`src/rtl/aud_ser_rx_pkg.sv`:
```
package aud_ser_rx_pkg;

  localparam int SMP_W = 24;

  // Codes 0..4 carry audio; 5..7 are reserved.
  function automatic logic fmt_supported(input logic [2:0] f);
    return (f <= 3'd4);
  endfunction

  function automatic logic fmt_is_left(input logic [2:0] f);
    return (f == 3'd3) || (f == 3'd4);
  endfunction

  // Word length of the right-justified codes.
  function automatic int rj_bits(input logic [2:0] f);
    case (f)
      3'd0:    return 16;
      3'd2:    return 20;
      default: return 24;
    endcase
  endfunction

  // Keep the low nbits and copy bit nbits-1 upward.
  function automatic logic [SMP_W-1:0] sign_fill(input logic [SMP_W-1:0] raw,
                                                 input int nbits);
    logic [SMP_W-1:0] up;
    up = raw << (SMP_W - nbits);
    return $signed(up) >>> (SMP_W - nbits);
  endfunction

  // Internal bit clock: master clocks to the sample point and per bit.
  function automatic logic [2:0] mid_count(input logic r384);
    return r384 ? 3'd3 : 3'd2;
  endfunction

  function automatic logic [2:0] last_count(input logic r384);
    return r384 ? 3'd5 : 3'd3;
  endfunction

endpackage

```
`src/rtl/aud_ser_rx_edge.sv`:
```
module aud_ser_rx_edge (
  input  logic clk,
  input  logic rst_n,
  input  logic din,
  output logic level,
  output logic rise,
  output logic fall
);
  logic prev;

  always_ff @(posedge clk) begin
    if (!rst_n) begin
      level <= 1'b0;
      prev  <= 1'b0;
    end else begin
      level <= din;
      prev  <= level;
    end
  end

  assign rise = level & ~prev;
  assign fall = ~level & prev;
endmodule

```
`src/rtl/aud_ser_rx_mode.sv`:
```
module aud_ser_rx_mode (
  input  logic clk,
  input  logic rst_n,
  input  logic bclk_toggle,
  input  logic frame_rise,
  output logic ext_mode
);
  logic [1:0] tog_cnt;

  always_ff @(posedge clk) begin
    if (!rst_n) begin
      tog_cnt  <= 2'd0;
      ext_mode <= 1'b0;
    end else if (frame_rise) begin
      ext_mode <= (tog_cnt == 2'd2);
      tog_cnt  <= {1'b0, bclk_toggle};
    end else if (bclk_toggle && tog_cnt != 2'd2) begin
      tog_cnt <= tog_cnt + 2'd1;
    end
  end
endmodule

```
`src/rtl/aud_ser_rx_bitgen.sv`:
```
module aud_ser_rx_bitgen
  import aud_ser_rx_pkg::*;
(
  input  logic clk,
  input  logic rst_n,
  input  logic ratio_384,
  input  logic frame_edge,
  output logic tick
);
  logic [2:0] phase;

  always_ff @(posedge clk) begin
    if (!rst_n) begin
      phase <= 3'd0;
    end else if (frame_edge) begin
      phase <= 3'd1;
    end else if (phase >= last_count(ratio_384)) begin
      phase <= 3'd0;
    end else begin
      phase <= phase + 3'd1;
    end
  end

  assign tick = !frame_edge && (phase == mid_count(ratio_384));
endmodule

```
`src/rtl/aud_ser_rx_deser.sv`:
```
module aud_ser_rx_deser
  import aud_ser_rx_pkg::*;
(
  input  logic             clk,
  input  logic             rst_n,
  input  logic             shift_en,
  input  logic             bit_in,
  input  logic             frame_edge,
  input  logic [2:0]       fmt_sel,
  output logic [SMP_W-1:0] word_now
);
  localparam int CNT_W = $clog2(SMP_W + 1);

  logic [SMP_W-1:0] shreg;
  logic [SMP_W-1:0] head_word;
  logic [CNT_W-1:0] bit_cnt;
  logic             head_done;

  assign head_done = shift_en && !frame_edge && (bit_cnt == CNT_W'(SMP_W - 1));

  always_ff @(posedge clk) begin
    if (!rst_n) begin
      shreg     <= '0;
      head_word <= '0;
      bit_cnt   <= '0;
    end else begin
      if (shift_en) shreg <= {shreg[SMP_W-2:0], bit_in};
      if (head_done) head_word <= {shreg[SMP_W-2:0], bit_in};
      if (frame_edge) begin
        bit_cnt <= shift_en ? CNT_W'(1) : '0;
      end else if (shift_en && bit_cnt < CNT_W'(SMP_W)) begin
        bit_cnt <= bit_cnt + 1'b1;
      end
    end
  end

  // Word of the half-frame that ends now (read before this cycle's shift).
  assign word_now = fmt_is_left(fmt_sel) ? head_word
                                         : sign_fill(shreg, rj_bits(fmt_sel));
endmodule

```
`src/rtl/aud_ser_rx.sv`:
```
module aud_ser_rx
  import aud_ser_rx_pkg::*;
#(
  parameter int HOLDOFF_FRAMES = 2700
) (
  input  logic             clk,
  input  logic             rst_n,
  input  logic             ratio_384,
  input  logic [2:0]       fmt_sel,
  input  logic             bclk_in,
  input  logic             fclk_in,
  input  logic             sdat_in,
  output logic [SMP_W-1:0] left_out,
  output logic [SMP_W-1:0] right_out,
  output logic             pair_valid,
  output logic             ext_bclk_mode,
  output logic             rx_ready
);
  localparam int HCNT_W = $clog2(HOLDOFF_FRAMES + 1);

  logic             fclk_lvl, frame_rise, frame_fall, frame_edge;
  logic             bclk_lvl, bclk_rise, bclk_fall, bclk_toggle;
  logic             sdat_s;
  logic             int_tick, shift_en;
  logic [SMP_W-1:0] word_now;
  logic [SMP_W-1:0] left_hold;
  logic             have_left;
  logic [HCNT_W-1:0] frame_cnt;

  aud_ser_rx_edge u_fclk (
    .clk(clk), .rst_n(rst_n), .din(fclk_in),
    .level(fclk_lvl), .rise(frame_rise), .fall(frame_fall)
  );

  aud_ser_rx_edge u_bclk (
    .clk(clk), .rst_n(rst_n), .din(bclk_in),
    .level(bclk_lvl), .rise(bclk_rise), .fall(bclk_fall)
  );

  always_ff @(posedge clk) begin
    if (!rst_n) sdat_s <= 1'b0;
    else        sdat_s <= sdat_in;
  end

  assign frame_edge  = frame_rise | frame_fall;
  assign bclk_toggle = bclk_rise | bclk_fall;

  aud_ser_rx_mode u_mode (
    .clk(clk), .rst_n(rst_n), .bclk_toggle(bclk_toggle),
    .frame_rise(frame_rise), .ext_mode(ext_bclk_mode)
  );

  aud_ser_rx_bitgen u_bitgen (
    .clk(clk), .rst_n(rst_n), .ratio_384(ratio_384),
    .frame_edge(frame_edge), .tick(int_tick)
  );

  assign shift_en = ext_bclk_mode ? bclk_rise : int_tick;

  aud_ser_rx_deser u_deser (
    .clk(clk), .rst_n(rst_n), .shift_en(shift_en), .bit_in(sdat_s),
    .frame_edge(frame_edge), .fmt_sel(fmt_sel), .word_now(word_now)
  );

  // Start-up holdoff counted in frame-clock rising edges.
  always_ff @(posedge clk) begin
    if (!rst_n) begin
      frame_cnt <= '0;
      rx_ready  <= 1'b0;
    end else if (frame_rise && !rx_ready) begin
      frame_cnt <= frame_cnt + 1'b1;
      if (frame_cnt == HCNT_W'(HOLDOFF_FRAMES - 1)) rx_ready <= 1'b1;
    end
  end

  // Left half ends on a falling edge, the pair ends on a rising edge.
  always_ff @(posedge clk) begin
    if (!rst_n) begin
      left_hold  <= '0;
      have_left  <= 1'b0;
      left_out   <= '0;
      right_out  <= '0;
      pair_valid <= 1'b0;
    end else begin
      pair_valid <= 1'b0;
      if (frame_fall) begin
        left_hold <= word_now;
        have_left <= 1'b1;
      end
      if (frame_rise) begin
        have_left <= 1'b0;
        if (have_left && rx_ready && fmt_supported(fmt_sel)) begin
          left_out   <= left_hold;
          right_out  <= word_now;
          pair_valid <= 1'b1;
        end
      end
    end
  end
endmodule

```
`config.mk`:
```
export PLATFORM = sky130hd
export DESIGN_NAME = aud_ser_rx
export DESIGN_NICKNAME = d
export VERILOG_FILES = /design/src/rtl/aud_ser_rx_pkg.sv /design/src/rtl/aud_ser_rx_edge.sv /design/src/rtl/aud_ser_rx_mode.sv /design/src/rtl/aud_ser_rx_bitgen.sv /design/src/rtl/aud_ser_rx_deser.sv /design/src/rtl/aud_ser_rx.sv
export SDC_FILE = /design/constraint.sdc
export NUM_CORES = 1
export LEC_CHECK = 0
export CORE_UTILIZATION = 50
export DETAILED_ROUTE_END_ITERATION = 6
export PLACE_DENSITY = 0.8
export SLEW_MARGIN = 15
export SYNTH_ARGS = -nofsm -noshare
export SYNTH_HDL_FRONTEND = slang
export SYNTH_HIERARCHICAL = 1
export SYNTH_SLANG_ARGS = --single-unit
```
`constraint.sdc`:
```
create_clock -name clk -period 2.4 [get_ports clk]
set_clock_uncertainty 0.1 [all_clocks]
set_input_delay 0.48 -clock clk [delete_from_list [all_inputs] [get_ports clk]]
set_output_delay 0.48 -clock clk [all_outputs]
set_load 0.01 [all_outputs]
```
======== Word-level counts from Yosys, hierarchy flattened ========
Index checks and enable logic that the tools add are counted.
storage, ports and cells
  logic and storage cells ................. 81
  output and inout bits ................... 51
  input bits .............................. 9
  flip-flop bits (word level) ............. 151
operators by class
  order comparisons ....................... 3
  eq/ne operators ......................... 8
  shift-type cells ........................ 2
  multiplexer cells ....................... 13
  $add $sub $neg .......................... 5
  bitwise logic cells ..................... 11
  reductions and logical operators ........ 19
operators by type and width
  operator                                               count
  left shift 24 x 32 -> 24 bit                           1
  >>> shifter 24 x 32 -> 24 bit                          1
  two-way mux 24 bit                                     1
  adder 12 x 1 -> 12 bit, second input constant          1
  equality test 12 bit, second input constant            1
  two-way mux 5 bit                                      2
  logical AND 1 bit                                      8
  two-way mux 1 bit                                      8
  one-hot mux 4 bit (2 select lines)                     1
  equality test 3 x 2 -> 1 bit, second input constant    2
  AND reduction 2 bit                                    3
  subtractor 5 x 5 -> 6 bit, first input constant        1
  adder 5 x 1 -> 5 bit, second input constant            1
  equality test 5 bit, second input constant             1
  less-than comparator 5 bit, second input constant      1
  inverter 1 bit                                         5
  AND 1 bit                                              4
  nonzero test 2 bit                                     2
  adder 3 x 1 -> 3 bit, second input constant            1
  equality test 3 bit                                    1
  equality test 3 bit, second input constant             1
  greater-or-equal comparator 3 bit                      1
  less-or-equal comparator 3 bit, second input constant  1
  zero test 3 bit                                        1
  other kinds (9)                                        11

======== Depth between registers and ports, before layout ========
Gate-level depths: netlist of the first run.
  depth in word-level cells ............... 9
  gate-level depth with buffers ........... 11
  depth with buffers taken out ............ 7

======== By module ========
Netlist of the first run, hierarchy kept.
modules (own cells, without submodules)
  module             instances  cells each  area each (µm²)  sequential area each (µm²)
  aud_ser_rx         1          366         3493.4           1761.7
  aud_ser_rx_deser   1          249         2503.7           1061.0
  aud_ser_rx_bitgen  1          17          190.2            60.1
  aud_ser_rx_mode    1          16          160.2            60.1
  aud_ser_rx_edge    2          6           65.1             40.0

======== Least setup slack after synthesis of the first run ========
OpenSTA, ideal clock, no wires.
  path kind ............................... register to register
  start ................................... reg u_fclk.prev
  end ..................................... reg u_deser.bit_cnt[3]
  arrival ................................. 2.442 ns
  setup time .............................. 0.070 ns
  period minus slack after synthesis ...... 2.612 ns
  data required time ...................... 2.230 ns
  stages on the path, launching flop included .. 11
  buffers on the path ..................... 3
  path slack .............................. -0.212 ns
  cells stage by stage .................... dfxtp_1 > nor2b_1 > buf_2 > buf_2 > or2_2 > nor4b_1 > mux2_2 > buf_6 > a21bo_1 > or3_1 > a21oi_1
on the way
  elaborated cells between the ends (all ways) .. 10
  classes of those cells .................. 2 x mux; 4 x bitwise; 4 x reduce/logical
RTL lines
  what                                 line                     source
  start: declaration                   aud_ser_rx_edge.sv:9     logic prev;
  start signal: assignment             aud_ser_rx_edge.sv:17    prev <= level;
  AND 1 bit                            aud_ser_rx_edge.sv:22    assign fall = ~level & prev;
  via frame_fall                       aud_ser_rx.sv:21         logic fclk_lvl, frame_rise, frame_fall, frame_edge;
  bitwise OR 1 bit                     aud_ser_rx.sv:45         assign frame_edge = frame_rise | frame_fall;
  via frame_edge                       aud_ser_rx.sv:21
  zero test 1 bit                      aud_ser_rx_bitgen.sv:24  assign tick = !frame_edge && (phase == mid_count(ratio_384));
  logical AND 1 bit                    aud_ser_rx_bitgen.sv:24
  via int_tick                         aud_ser_rx.sv:24         logic int_tick, shift_en;
  two-way mux 1 bit                    aud_ser_rx.sv:58         assign shift_en = ext_bclk_mode ? bclk_rise : int_tick;
  via shift_en                         aud_ser_rx.sv:24
  logical AND 1 bit                    aud_ser_rx_deser.sv:31   end else if (shift_en && bit_cnt < CNT_W'(SMP_W)) begin
  nonzero test 2 bit (no source line)  --
  end signal: assignment               aud_ser_rx_deser.sv:30   bit_cnt <= shift_en ? CNT_W'(1) : '0;
  end signal: assignment               aud_ser_rx_deser.sv:32   bit_cnt <= bit_cnt + 1'b1;
  end: declaration                     aud_ser_rx_deser.sv:16   logic [CNT_W-1:0] bit_cnt;
The timed path passes the listed nets, and every way through them passes these cells.
A chain may end at the register's enable or synchronous reset.

======== Final worst setup path of the first run ========
  start ................................... reg u_fclk.prev
  end ..................................... reg u_deser.head_word[21]
on the way
  elaborated cells between the ends (all ways) .. 9
  classes of those cells .................. 1 x mux; 4 x bitwise; 4 x reduce/logical
RTL lines
  what                            line                     source
  AND 1 bit                       aud_ser_rx_edge.sv:22
  via frame_fall                  aud_ser_rx.sv:21
  bitwise OR 1 bit                aud_ser_rx.sv:45
  via frame_edge                  aud_ser_rx.sv:21
  zero test 1 bit                 aud_ser_rx_bitgen.sv:24
  logical AND 1 bit               aud_ser_rx_bitgen.sv:24
  via int_tick                    aud_ser_rx.sv:24
  two-way mux 1 bit               aud_ser_rx.sv:58
  via shift_en                    aud_ser_rx.sv:24
  logical AND 1 bit (2 in a row)  aud_ser_rx_deser.sv:19   assign head_done = shift_en && !frame_edge && (bit_cnt == CNT_W'(SMP_W - 1));
  end signal: assignment          aud_ser_rx_deser.sv:28   if (head_done) head_word <= {shreg[SMP_W-2:0], bit_in};
  end: declaration                aud_ser_rx_deser.sv:15   logic [SMP_W-1:0] head_word;
The timed path passes the listed nets, and every way through them passes these cells.

==> results of run 1 <==
## through the flow
| step | setup WS [ns] | util (%) |
|---|---|---|
| floorplan | 0.01871 | - |
| global placement | -0.09163 | 57.68 |
| detailed placement | -0.1436 | 57.68 |
| CTS | 0.1069 | 62.88 |
| global route | -0.02230 | 63.56 |
| finish | 0.1368 | 63.56 |
## flip-flops by register name, summed over array words and instances, names as in the netlist, 2 cells and up
| name | cells |
|---|---|
| left_hold | 24 |
| left_out | 24 |
| right_out | 24 |
| u_deser/head_word | 24 |
| u_deser/shreg | 24 |
| frame_cnt | 12 |
| u_deser/bit_cnt | 5 |
| u_bitgen/phase | 3 |
| u_mode/tog_cnt | 2 |
## final timing paths
| path | from | to | slack [ns] |
|---|---|---|---|
| hold reg to reg | left_out[17] | left_out[17] | 0.36 |
| hold / removal | left_out[17] | left_out[17] | 0.36 |
| setup / recovery | u_fclk/prev | u_deser/head_word[21] | 0.14 |
| setup reg to reg | u_fclk/prev | u_deser/head_word[21] | 0.14 |
## power groups by stage
stage | registers (mW) | logic [mW] | clock network (mW)
after floorplan | 2.59 | 0.198 | 0
after global placement | 2.59 | 0.246 | 0
after detailed placement | 2.59 | 0.259 | 0
after CTS | 2.54 | 0.261 | 2.96
after global routing | 2.54 | 0.295 | 3.08
final | 2.54 | 0.273 | 2.92
## worst register-to-register path, delay by kind of cell, from the launching register on
family                 cells  cell delay, ns
multiplexers               2            0.38
flip-flops                 1            0.33
buffers and inverters      2            0.40
AND/OR/NAND/NOR            5            0.97
## Yosys cell counts, drive strengths merged (2+ instances only)
master / number
nor4b: 2
or3: 3
o21ai: 4
inv: 5
nand2b: 5
xor2: 6
nor3b: 2
xnor2: 5
o21a: 2
nor4bb: 2
nor2: 7
a2111oi: 2
and2: 15
a21oi: 3
nor2b: 56
mux2: 18
ha: 6
o221a: 4
mux2i: 76
nor3: 3
nand4: 4
nand3b: 2
a21boi: 49
a31oi: 2
a2bb2oi: 4
nand2: 162
nand3: 2
clkbuf: 19
buf: 21
dfxtp: 151
or2: 3
## repair_timing
item,CTS,global route
endpoints found under the hold margin,0,0
gates resized for setup,0,6
setup buffers,0,5
hold buffers,0,0
setup endpoints to repair,0,24
## kinds of logic after synthesis
kind of cell               count (synthesis)  share of synthesized area, %
muxes                                     94                         15.63
buffers and inverters                     45                         4.346
DFF                                      151                         46.67
AOI/OAI and AO/OA                         79                         10.28
adders and majority gates                  6                         1.159
xor gates and xnor gates                  11                         1.487
and+or+nand+nor                          274                         20.44
## per-layer routing
metal	vias up	wire, um
li1	2341	-
met4	0	235
met5	-	0
met2	99	6313
met1	2224	5563
met3	25	537
## final cells by class
cell class                 instances  share of cell area (%)
tap                              172                   2.683
multi-input combinational        464                   40.24
timing repair buffer              87                   10.95
inverter                           5                  0.2340
clock buffer                      23                   6.083
sequential                       151                   37.72
clock inverter                     8                   2.090
==> reports/metrics.cfg, run 1 <==
[synth]
async_flop_share_pct = 0
synthCells = 660
syn_area_per_cell_sq_um = 9.814
synth_warnings = 6
synth.top_cell.area_share_pct = 46.67
synth_flop_cell = dfxtp_1
netlist_area_sq_mm = 0.006477
yosysSeqAreaShare_pct = 46.67
synth_cell_type_count = 55
synth_seq_cells = 151
synth_area_leaders = dfxtp_1 47%, mux2i_1 12%, nand2_1 9.4%, nor2b_1 5.4%, a21boi_0 4.6%
syn_nets = 675
yosys.area.top_type = dfxtp_1
synth-edff-count = 0

[power]
p_per_area_mw_per_mm2 = 714.4
power_mw = 5.731
power_frac_seq_pct = 44.3
ir_drop_mv = 0.4839
combPwrFrac_pct = 4.8
p_leak_nw = 2.771
switchingPower_mw = 1.124
switching_share_pct = 19.62
internal_power_mw = 4.607
clkPwrFrac_pct = 50.9

[floorplanning]
ios = 60
die-width_um = 115.8
start_util_pct = 51.33
core_area_sq_mm = 0.01262
core.rowCount = 41
die-height_um = 115.8
die-area_sq_mm = 0.01341

[critical_path]
path_max_fanout = 6
path_cells = nor2b_4 > or2_4 > nor4b_4 > mux2_4 > nand3_2 > nor4b_2 > buf_4 > clkbuf_16 > mux2i_1
worstSetupStartpointType = flop
r2r_cells = 9
worstPathArrival_ns = 2.51
critPathBufInv = 2
end_kind = flop
worst-path-stages = 9
cp_data_required_time_ns = 2.65
critPathTopFamily = simple AND/OR/NAND/NOR gates
cpMaxStageDelayCell = dfxtp_2
path_class = flop to flop
crit_path_max_incr_delay_ns = 0.33

[sta]
maxSlewViolCount = 0
fmax_mhz = 441.8
holdWs_ns = 0.3612
slew_headroom_pct = 68.90
period_needed_ns = 2.263
setup_violations = 0
rsz0062_at_grt = yes
hold_viol_final = 0
post-route-period-util_pct = 94.30
worstMarginPinSlew_ns = 0.4665
tns_ns = 0

[global_routing]
grt_pass1_wl_mm = 20.60
antenna_found_initial = 0
grt_start_max_net_pins = 75
overflow = 0
busiest_layer = met2
grt_usage_pct = 19.91
use_met1_pct = 23.14
met2_usage_pct = 34.33
grt_pass1_vias = 4408
grtUsageMet3_pct = 5.753

[clock_network]
cts_tree = done
cts_max_path_buffers = 2
cts_sinks = 151
clock_latency_ns = 0.42
htreeDepth = 4
clk_pin_slew_ns = 0.06
root_buffer = clkbuf_16
numCtsBuffers = 17

[placement]
dpl.hpwl_mm = 8.405
port_buffers = 59
placedCellCount = 873
gp_congestion = 0.8485
post_dp_cell_area_sq_mm = 0.007279

[cells_and_area]
layout_common_cells = 162 x nand2_1, 149 x dfxtp_1, 76 x mux2i_1, 58 x clkdlybuf4s50_1, 54 x nor2b_1
synthToLayoutAreaGrowth_pct = 23.84
multi_input_area_sq_mm = 0.003228
final.fill_count = 1026
stdcell_count = 910
fin_nets = 741
final_common_cell = nand2_1
register_area_sq_mm = 0.003025
fin_area_sq_mm = 0.008021
drive_above_1_share_pct = 14.09
antennaDiodeCount = 0

[worst_hold_path]
holdPathStages = 2
min_path_type = flop to flop

[flow_run]
maxCapViolCount = 0

[detailed_routing]
wl_per_cell_um = 13.90
antenna_left = 0
wirelength_mm = 12.65
drc_errors = 0
drtIter0Drc = 328
first_pass_iters = 4
dr_total_vias = 4689
vias_per_cell = 5.153

[status]
status = completed

No activity file was read; power rests on OpenSTA's default activity.
==> run 2: changes to the inputs <==
--- a/config.mk
+++ b/config.mk
@@ -6,6 +6,7 @@
 export NUM_CORES = 1
 export LEC_CHECK = 0
 export CORE_UTILIZATION = 50
+export CTS_CLUSTER_DIAMETER = 200
 export DETAILED_ROUTE_END_ITERATION = 6
 export PLACE_DENSITY = 0.8
 export SLEW_MARGIN = 15
==> results of run 2 <==
The final DEF is identical to that of run 1; final timing and power are the same.
